==> src/rtl/line_coder_pkg.sv <==
package line_coder_pkg;
  typedef enum logic {
    LM_NRZ = 1'b0,
    LM_IR  = 1'b1
  } line_mode_e;
endpackage

==> src/rtl/lc_mode_ctrl.sv <==
module lc_mode_ctrl
  import line_coder_pkg::*;
(
  input  logic       clk,
  input  logic       rst_n,
  input  logic       mode_req,
  input  logic       tx_idle,
  output line_mode_e mode_d,
  output line_mode_e mode_q
);
  // a request is only applied when no bit is on the line
  always_comb begin
    mode_d = mode_q;
    if (tx_idle) mode_d = mode_req ? LM_IR : LM_NRZ;
  end

  always_ff @(posedge clk or negedge rst_n) begin
    if (!rst_n) mode_q <= LM_NRZ;
    else        mode_q <= mode_d;
  end
endmodule

==> src/rtl/lc_tx_encoder.sv <==
module lc_tx_encoder
  import line_coder_pkg::*;
#(
  parameter int OVERSAMPLE  = 16,
  parameter int PULSE_TICKS = 3
) (
  input  logic       clk,
  input  logic       rst_n,
  input  logic       tick,
  input  line_mode_e mode_d,
  input  logic       tx_valid,
  input  logic       tx_bit,
  output logic       tx_ready,
  output logic       accept,
  output logic       busy_q,
  output logic       bit_q,
  output logic       tx_pin
);
  localparam int CW = $clog2(OVERSAMPLE);
  localparam logic [CW-1:0] LAST = CW'(OVERSAMPLE - 1);
  localparam int P_START = OVERSAMPLE / 2;
  localparam int P_END   = P_START + PULSE_TICKS;

  logic [CW-1:0] cnt_q, cnt_d;
  logic          busy_d, bit_d, pin_d, last;

  always_comb begin
    last     = (cnt_q == LAST);
    tx_ready = !busy_q || (tick && last);
    accept   = tx_valid && tx_ready;
    busy_d   = busy_q;
    bit_d    = bit_q;
    cnt_d    = cnt_q;
    if (accept) begin
      busy_d = 1'b1;
      bit_d  = tx_bit;
      cnt_d  = '0;
    end else if (busy_q && tick) begin
      if (last) begin
        busy_d = 1'b0;
        cnt_d  = '0;
      end else begin
        cnt_d = cnt_q + 1'b1;
      end
    end
  end

  // pin is computed from the next state so it moves with the bit counter
  always_comb begin
    unique case (mode_d)
      LM_NRZ: pin_d = busy_d ? bit_d : 1'b1;
      LM_IR:  pin_d = busy_d && !bit_d &&
                      (int'(cnt_d) >= P_START) && (int'(cnt_d) < P_END);
      default: pin_d = 1'b1;
    endcase
  end

  always_ff @(posedge clk or negedge rst_n) begin
    if (!rst_n) begin
      busy_q <= 1'b0;
      bit_q  <= 1'b1;
      cnt_q  <= '0;
      tx_pin <= 1'b1;
    end else begin
      busy_q <= busy_d;
      bit_q  <= bit_d;
      cnt_q  <= cnt_d;
      tx_pin <= pin_d;
    end
  end
endmodule

==> src/rtl/lc_rx_decoder.sv <==
module lc_rx_decoder
  import line_coder_pkg::*;
#(
  parameter int OVERSAMPLE  = 16,
  parameter int SYNC_STAGES = 2
) (
  input  logic       clk,
  input  logic       rst_n,
  input  logic       tick,
  input  line_mode_e mode_q,
  input  logic       rx_pin,
  output logic       rx_bit
);
  localparam int HOLD = OVERSAMPLE + SYNC_STAGES + 1;
  localparam int HW   = $clog2(HOLD + 1);

  logic [SYNC_STAGES-1:0] sync_q;
  logic                   prev_q, line_s, rise;
  logic [HW-1:0]          hold_q;

  generate
    for (genvar i = 0; i < SYNC_STAGES; i++) begin : g_sync
      always_ff @(posedge clk or negedge rst_n) begin
        if (!rst_n) sync_q[i] <= 1'b1;
        else if (i == 0) sync_q[i] <= rx_pin;
        else sync_q[i] <= sync_q[(i == 0) ? 0 : i-1];
      end
    end
  endgenerate

  assign line_s = sync_q[SYNC_STAGES-1];
  assign rise   = line_s && !prev_q;

  always_ff @(posedge clk or negedge rst_n) begin
    if (!rst_n) begin
      prev_q <= 1'b1;
      hold_q <= '0;
    end else begin
      prev_q <= line_s;
      if (mode_q != LM_IR)            hold_q <= '0;
      else if (rise)                  hold_q <= HW'(HOLD);
      else if (tick && hold_q != '0)  hold_q <= hold_q - 1'b1;
    end
  end

  assign rx_bit = (mode_q == LM_IR) ? (hold_q == '0) : line_s;
endmodule

==> src/rtl/line_coder.sv <==
module line_coder
  import line_coder_pkg::*;
#(
  parameter int OVERSAMPLE  = 16,
  parameter int PULSE_TICKS = 3,
  parameter int SYNC_STAGES = 2
) (
  input  logic clk,
  input  logic rst_n,
  input  logic tick16,
  input  logic ir_mode_sel,
  input  logic tx_valid,
  output logic tx_ready,
  input  logic tx_bit,
  output logic tx_pin,
  input  logic rx_pin,
  output logic rx_bit
);
  line_mode_e mode_d, mode_q;
  logic       tx_accept, tx_busy, tx_cur_bit, tx_idle;

  assign tx_idle = !tx_busy && !tx_accept;

  lc_mode_ctrl u_mode (
    .clk      (clk),
    .rst_n    (rst_n),
    .mode_req (ir_mode_sel),
    .tx_idle  (tx_idle),
    .mode_d   (mode_d),
    .mode_q   (mode_q)
  );

  lc_tx_encoder #(
    .OVERSAMPLE  (OVERSAMPLE),
    .PULSE_TICKS (PULSE_TICKS)
  ) u_enc (
    .clk      (clk),
    .rst_n    (rst_n),
    .tick     (tick16),
    .mode_d   (mode_d),
    .tx_valid (tx_valid),
    .tx_bit   (tx_bit),
    .tx_ready (tx_ready),
    .accept   (tx_accept),
    .busy_q   (tx_busy),
    .bit_q    (tx_cur_bit),
    .tx_pin   (tx_pin)
  );

  lc_rx_decoder #(
    .OVERSAMPLE  (OVERSAMPLE),
    .SYNC_STAGES (SYNC_STAGES)
  ) u_dec (
    .clk    (clk),
    .rst_n  (rst_n),
    .tick   (tick16),
    .mode_q (mode_q),
    .rx_pin (rx_pin),
    .rx_bit (rx_bit)
  );
endmodule

==> config.mk <==
export PLATFORM = sky130hd
export DESIGN_NAME = line_coder
export DESIGN_NICKNAME = d
export VERILOG_FILES = /design/src/rtl/line_coder_pkg.sv /design/src/rtl/lc_mode_ctrl.sv /design/src/rtl/lc_tx_encoder.sv /design/src/rtl/lc_rx_decoder.sv /design/src/rtl/line_coder.sv
export SDC_FILE = /design/constraint.sdc
export NUM_CORES = 1
export LEC_CHECK = 0
export BUFFER_PORTS_ARGS = -buffer_cell sky130_fd_sc_hd__buf_2
export CORE_UTILIZATION = 55
export DETAILED_ROUTE_END_ITERATION = 7
export MAX_ROUTING_LAYER = met4
export PLACE_DENSITY = 0.87
export SLEW_MARGIN = 20
export SYNTH_ARGS = -nofsm -noshare
export SYNTH_HDL_FRONTEND = slang
export SYNTH_HIERARCHICAL = 1
export SYNTH_SLANG_ARGS = --single-unit
==> constraint.sdc <==
create_clock -name clk -period 2.3 [get_ports clk]
set_clock_uncertainty 0.15 [all_clocks]
set_input_delay 0.23 -clock clk [delete_from_list [all_inputs] [get_ports clk]]
set_output_delay 0.23 -clock clk [all_outputs]
set_load 0.005 [all_outputs]
==> summary.md, run 1 <==
| Metric | Value |
|---|---|
| Fraction of layout cells with a size suffix above 1 | 0.293 |
| Drc violations | 0 |
| Top Ports | 10 |
| P&R area growth vs syn | 14.8% |
| Total grt overflow | 0 |
| Max-Cap Viols | 0 |
| Register name with the most flops | u_dec/hold_q |
| Number of flops mapped to enable cells by yosys | 0 |
| Antenna-violating nets left | 0 |
| XOR/XNOR Fraction of Synth Area | 0.0104 |
| Setup TNS | 0 ps |
| Post-Syn Nets | 87 |
| Pwr Density | between 1000 and 1500 mW/mm² |
| First-pass GRT wire length | roughly 2.7 mm |
| Tot GR Track Use | 0.263 |
| Hold Startpoint | tx_valid |
| Leakage | around 0.44 nW |
| Dominant cell by count in the synthesized netlist | dfrtp_1 |
| Max VDD drop | ~0.77 mV |
| Max clock buf depth | 2 |
| Synth warnings | 6 |
| Crit Path Max Fanout | 4 |
| Largest net degree at the start of global routing | 17 |
| Post-synthesis simple-gate area fraction | 0.237 |
| Status | completed |
| Worst reg2reg path startpoint | u_enc/cnt_q[0] |
| Area leader, netlist | dfrtp_1 |
| Hold Path Cell Cnt | 2 |
| Routability cong. | roughly 0.78 |
| Hold Fails Final Rpt | 0 |
| RSZ-0062 raised after global routing | false |
| Die Wd | 41.1 µm |
| Vias in the first global route | 597 |
| Worst-skew pair later-pin latency | about 280 ps |
| CTS tree | done |
| Cell variety after synth | 33 |
| Synth Register Bits | 16 |
| Synth Area in Compound Gates | 0.143 |
| Transition time of the tightest slew-check pin | 386 ps |
| Synth top area share | 0.328 |
| Worst Path Required | between 2000 and 2500 ps |
| Tot Pwr | roughly 1.2 mW |
| H-tree Lvls | 1 |
| Reg2Reg Setup Slack | 80 ps |
| Via/cell ratio | 6.28 |
| Post-route setup slack | 77.0 ps |
| Die Span Y | 41.1 µm |
| Ys flop type | dfrtp_1 |
| Initial core utilization | 0.614 |
| WHS Endpoint | u_enc/busy_q |
| Row count | 13 |
| Cells after synthesis | between 70 and 80 |
| Pre-CTS setup slack | around 110 ps |
| Seq/Total Area, Yosys | 0.484 |
| Area contributors post-synth | dfrtp_1 33%, dfstp_2 16%, nand2_1 3.6% |
| DIE AREA | ~0.0017 mm² |
| Diode count | 0 |
| NumNets Final | between 100 and 150 |
| Detailed Place HPWL | roughly 1.2 mm |
| Avg WL per Cell | roughly 16 µm |
| Routed WL | roughly 1.7 mm |
| Largest registers | u_dec/hold_q: 5 flops, u_enc/cnt_q: 4 flops |
| IO Port Bufs | 9 |
| Max-slew headroom | 0.742 |
| Sink Count | 16 |
| Clock transition at path regs | around 90 ps |
| Max Fclk | 450 MHz |
| Final Max Slew Viols | 0 |
| Initial DRT Pass Iterations | 4 |
| Routed via count | about 670 |
| Final min period | about 2200 ps |
| Period utilisation layout | 0.967 |
| FF-to-FF path depth | 8 |
| Final instance area | approximately 960 µm² |
| Reg2reg end | u_enc/tx_pin |
| Core area | 0.00137 mm² |
| Mapped Area | about 840 µm² |
| Initial antenna violation count | 0 |
| Class of the worst hold path | in2reg |
| Ys async rst share | 1.00 |
| Postcts setup bufs | 0 |
| Crit end category | flip-flop |
| Largest family of logic cells by synthesized area | simple AND/OR/NAND/NOR gates |
| Crit Path Category | reg2reg |
| Max reg flops | 5 |
| Area after DPL | roughly 900 µm² |
| Adder-cell share of the synthesized area | 0.0298 |
| Root Buffer | clkbuf_4 |
| CP arrival | around 2300 ps |
| Startpoint Class | flip-flop |
| List of most frequent post-synthesis cells | 11 x dfrtp_1, 8 x nand2_1, 5 x dfstp_2, 4 x inv_1 |
| Mux share of post-synthesis cell area | 0.0686 |
| Avg Synthesized Cell Area | between 10 and 15 µm² |
| Initial DRC Count | 31 |
| Final Setup Violations | 0 |
| Num CTS Buffers | 3 |
## per-stage QoR
stage | hold slack (ps) | std cells | utilization
final | 40.3 | 107 | 0.705
after global routing | 39.9 | 107 | 0.705
after CTS | 31.2 | 107 | 0.697
after detailed placement | -1.34 | 101 | 0.656
after global placement | -1.08 | 101 | 0.656
after floorplan | -216 | 78 | -
## cell usage in the layout (no fill, tap or decap)
| cell type | count |
|---|---|
| nand4b_1 | 1 |
| mux2_4 | 1 |
| nor3_1 | 3 |
| o21ai_0 | 2 |
| nand2_2 | 1 |
| nand2_1 | 7 |
| mux2_2 | 2 |
| a221oi_2 | 1 |
| buf_2 | 9 |
| o31ai_1 | 3 |
| nand3_1 | 3 |
| a21boi_0 | 1 |
| mux2i_1 | 2 |
| or3_1 | 3 |
| nand2b_1 | 3 |
| o21bai_1 | 1 |
| dfrtp_1 | 11 |
| nor2_1 | 3 |
| a21o_1 | 1 |
| a21oi_1 | 2 |
| a311oi_1 | 3 |
| a22o_2 | 1 |
| dfstp_2 | 5 |
| and3_1 | 1 |
| nand3b_1 | 2 |
| dlygate4sd3_1 | 2 |
| inv_1 | 4 |
| nor2b_1 | 2 |
| clkbuf_4 | 3 |
| nand2_4 | 1 |
| xnor2_1 | 1 |
| nor4b_4 | 1 |
| ha_1 | 2 |
| and2_4 | 1 |
| a41o_1 | 1 |
| clkbuf_8 | 1 |
| nand4_1 | 1 |
## worst max-delay path by stage
stage / start / endpoint / slack, ps
2_1_floorplan: u_enc/cnt_q[0] / u_enc/tx_pin / 290
3_3_place_gp: u_enc/cnt_q[0] / u_enc/tx_pin / 210
3_5_place_dp: u_enc/cnt_q[0] / u_enc/tx_pin / 110
4_1_cts: u_enc/cnt_q[0] / u_enc/tx_pin / 70
5_1_grt: u_enc/cnt_q[0] / u_enc/tx_pin / 30
6_report: u_enc/cnt_q[0] / u_enc/tx_pin / 80
## cell families after synthesis
| kind of cell | Yosys count |
|---|---|
| AO/OA/AOI/OAI | 16 |
| buffers and inverters | 5 |
| AND/OR/NAND/NOR | 33 |
| adder cells (fa/ha/maj) | 2 |
| flip-flops | 16 |
| XOR/XNOR | 1 |
| multiplexers | 5 |
## cell type report
cell class | instances | area [µm²]
Multi-Input combinational cell | 57 | 422
Sequential cell | 16 | 407
Fill cell | 104 | 403
Timing Repair Buffer | 11 | 65.1
Clock buffer | 4 | 36.3
Tap cell | 15 | 18.8
Inverter | 4 | 15.0
## worst max-delay path, cell delays in order, from the launching register on
cell	delay (ps)
dfrtp_1	410
ha_1	250
nand4_1	170
nand2_2	110
and2_4	200
nor2_1	150
mux2_4	330
a311oi_1	240
a41o_1	150
## layer usage
metal  vias up  part of all wire  GRT usage
li1        317                 -          -
met1       328              0.43      0.333
met2        25              0.51      0.402
met3         2             0.056     0.0489
met4         0            0.0076      0.125
met5         -                 0          -
## repair_timing
action | CTS | global route
gates resized for setup | 0 | 3
endpoints found under the hold margin | 17 | 0
endpoints found under the setup margin | 0 | 1
hold buffers | 2 | 0
## power breakdown
group / internal, mW / leakage [nW] / switching (mW)
combinational: 0.256 / 0.233 / 0.241
clock: 0.0962 / 0.0210 / 0.0863
sequential: 0.390 / 0.186 / 0.123
Power figures use the tool's default switching activity.
==> inputs of run 2 (changes only) <==
--- a/config.mk
+++ b/config.mk
@@ -6,12 +6,11 @@
 export NUM_CORES = 1
 export LEC_CHECK = 0
 export BUFFER_PORTS_ARGS = -buffer_cell sky130_fd_sc_hd__buf_2
-export CORE_UTILIZATION = 55
+export CORE_UTILIZATION = 54
 export DETAILED_ROUTE_END_ITERATION = 7
 export MAX_ROUTING_LAYER = met4
-export PLACE_DENSITY = 0.87
+export PLACE_DENSITY = 0.86
 export SLEW_MARGIN = 20
 export SYNTH_ARGS = -nofsm -noshare
 export SYNTH_HDL_FRONTEND = slang
-export SYNTH_HIERARCHICAL = 1
 export SYNTH_SLANG_ARGS = --single-unit
==> run 2 against run 1 <==
Maximum frequency is 7.8% higher. Worst setup slack better by 160 ps. Power is 14% lower. Die area is 3.5% lower. Critical path depth is 3 lower. Clock-buffer cell count stayed put. Non-clock buffer count is 2 higher. Flip-flop and latch count stayed put. Combinational power is 22% lower. Synthesized cell count is 2.6% lower. Largest cell class is now sequential cells.
==> summary.md, run 2 <==
| Metric | Value |
|---|---|
| Max-slew headroom | 0.768 |
| Setup TNS | 0 ps |
| P&R area growth vs syn | 15.0% |
| Mapped Area | 795 µm² |
| Synth Register Bits | 16 |
| Class of the worst hold path | in2reg |
| Crit Path Max Fanout | 3 |
| Max-Cap Viols | 0 |
| Number of flops mapped to enable cells by yosys | 0 |
| Dominant cell by count in the synthesized netlist | dfrtp_1 |
| DIE AREA | approximately 0.0016 mm² |
| Crit end category | output port |
| Initial core utilization | 0.596 |
| Cells after synthesis | between 70 and 80 |
| Via/cell ratio | roughly 5.6 |
| Largest registers | u_dec.hold_q: 5 flops, u_enc.cnt_q: 4 flops |
| Core area | 0.00133 mm² |
| Max VDD drop | ~0.62 mV |
| Routed via count | just under 600 |
| Largest net degree at the start of global routing | 17 |
| Initial DRC Count | 10 |
| CTS tree | done |
| Sink Count | 16 |
| Leakage | roughly 0.43 nW |
| H-tree Lvls | 1 |
| Post-Syn Nets | 85 |
| Max Fclk | a little under 500 MHz |
| Synth top area share | 0.346 |
| Synth warnings | 0 |
| Most frequent cells in the layout | 11 x dfrtp_1, 9 x nand2_1, 9 x buf_2 |
| Area contributors post-synth | dfrtp_1 35%, dfstp_2 17%, nand2_1 4.3% |
| Antenna-violating nets left | 0 |
| Pwr Density | about 1100 mW/mm² |
| Initial antenna violation count | 0 |
| Avg WL per Cell | roughly 13 µm |
| CP max stage delay | about 500 ps |
| Detailed Place HPWL | around 980 µm |
| Avg Synthesized Cell Area | between 10 and 15 µm² |
| Die Wd | around 40 µm |
| Row count | 13 |
| Fill cell count | 98 |
| Final min period | roughly 2100 ps |
| IO Port Bufs | 9 |
| Ys flop type | dfrtp_1 |
| Crit Path Category | reg2out |
| Drc violations | 0 |
| CP arrival | around 1700 ps |
| Final Max Slew Viols | 0 |
| Hold WS | 32.1 ps |
| Startpoint Class | flip-flop |
| First-pass GRT wire length | between 2 and 2.5 mm |
| Status | completed |
| Tot GR Track Use | 0.214 |
| Hold Fails Final Rpt | 0 |
| Num CTS Buffers | 3 |
| Fraction of layout cells with a size suffix above 1 | 0.253 |
| Root Buffer | clkbuf_4 |
| Ys async rst share | 1.00 |
| Vias in the first global route | roughly 560 |
| Commonest non-fill, non-tap cell in the layout | dfrtp_1 |
| Diode count | 0 |
| Post-route setup slack | roughly 240 ps |
| Transition time of the tightest slew-check pin | 347 ps |
| Crit path max-delay cell type | or4b_1 |
| Seq/Total Area, Yosys | 0.512 |
| Period utilisation layout | 0.896 |
| Post-CTS Resized | 0 |
| Routability cong. | just over 0.8 |
| List of most frequent post-synthesis cells | 11 x dfrtp_1, 9 x nand2_1, 6 x nor2_1, 5 x dfstp_2, 5 x inv_1 |
| Total grt overflow | 0 |
| Cell variety after synth | 28 |
| Area leader, netlist | dfrtp_1 |
| Die Span Y | 40.4 µm |
| Worst-skew pair later-pin latency | between 200 and 300 ps |
| Critical path, cell by cell | inv_1 > ha_1 > or4b_1 > mux2i_1 > buf_2 |
| Register name with the most flops | u_dec.hold_q |
| Top Ports | 10 |
| Max reg flops | 5 |
| Initial DRT Pass Iterations | 4 |
| RSZ-0062 raised after global routing | false |
| Worst Path Required | between 1500 and 2000 ps |
| Pre-CTS setup slack | approximately 320 ps |
| Final Setup Violations | 0 |
| NumNets Final | 101 |
| Clock transition at path regs | 90 ps |
| Routed WL | approximately 1.3 mm |
| Max clock buf depth | 2 |
| Fin util | 0.685 |
[run 2: timing repair]
item / in CTS / in global routing
buffers inserted: 0 / 0
hold buffers: 2 / 1
endpoints found under the hold margin: 17 / 1
[run 2: where the power goes]
part / switching, mW / internal (mW)
sequential: 0.0796 / 0.382
combinational: 0.194 / 0.192
clock: 0.0856 / 0.0963
total: 0.359 / 0.670
[run 2: cell families (layout without fill, tap and decap cells)]
family	Yosys count	in the layout	share of synthesized area
multiplexers	4	4	0.0535
AO/OA/AOI/OAI	17	17	0.154
XOR/XNOR	3	3	0.0331
AND/OR/NAND/NOR	27	27	0.169
flip-flops	16	16	0.512
buffers and inverters	7	22	0.0472
adder cells (fa/ha/maj)	2	2	0.0315
[run 2: per-layer routing]
layer | track usage | vias up | share of wire
li1 | - | 292 | -
met1 | 0.243 | 282 | 0.45
met2 | 0.341 | 14 | 0.50
met3 | 0.0667 | 2 | 0.032
met4 | 0.100 | 0 | 0.0097
met5 | - | - | 0
[run 2: area by class of cell]
cell class | instances | area [µm²] | area share
repair buffers | 13 | 82.6 | 0.0904
well taps | 15 | 18.8 | 0.0205
flip-flops and latches | 16 | 407 | 0.445
multi-input cells | 53 | 350 | 0.384
inverters | 5 | 18.8 | 0.0205
clock buffers | 4 | 36.3 | 0.0397
[run 2: worst max-delay path, delay by kind of cell, from the launching register on]
family	cells	cell delay (ps)
buffers and inverters	2	220
DFF	1	390
adders and majority gates	1	160
muxes	1	150
and+or+nand+nor	1	490
[run 2: per-stage QoR]
step	std cells	power, mW	instance area (µm²)
2_1_floorplan	76	0.752	795
3_3_place_gp	99	0.829	847
3_5_place_dp	99	0.846	847
4_1_cts	105	1.04	903
5_1_grt	106	1.12	913
6_report	106	1.03	913
[run 2: worst paths after layout]
path                                  from               to  slack (ps)  cells past startpoint
max                        u_dec.hold_q[0]           rx_bit         240                      5
min                               tx_valid     u_enc.busy_q          30                      2
max reg2reg                u_dec.hold_q[0]  u_dec.hold_q[1]         320                      6
min reg2reg                u_dec.sync_q[0]     u_dec.line_s         210                      0
max in group asynchronous            rst_n     u_dec.prev_q        1470                      2
min in group asynchronous            rst_n  u_dec.hold_q[2]         220                      2
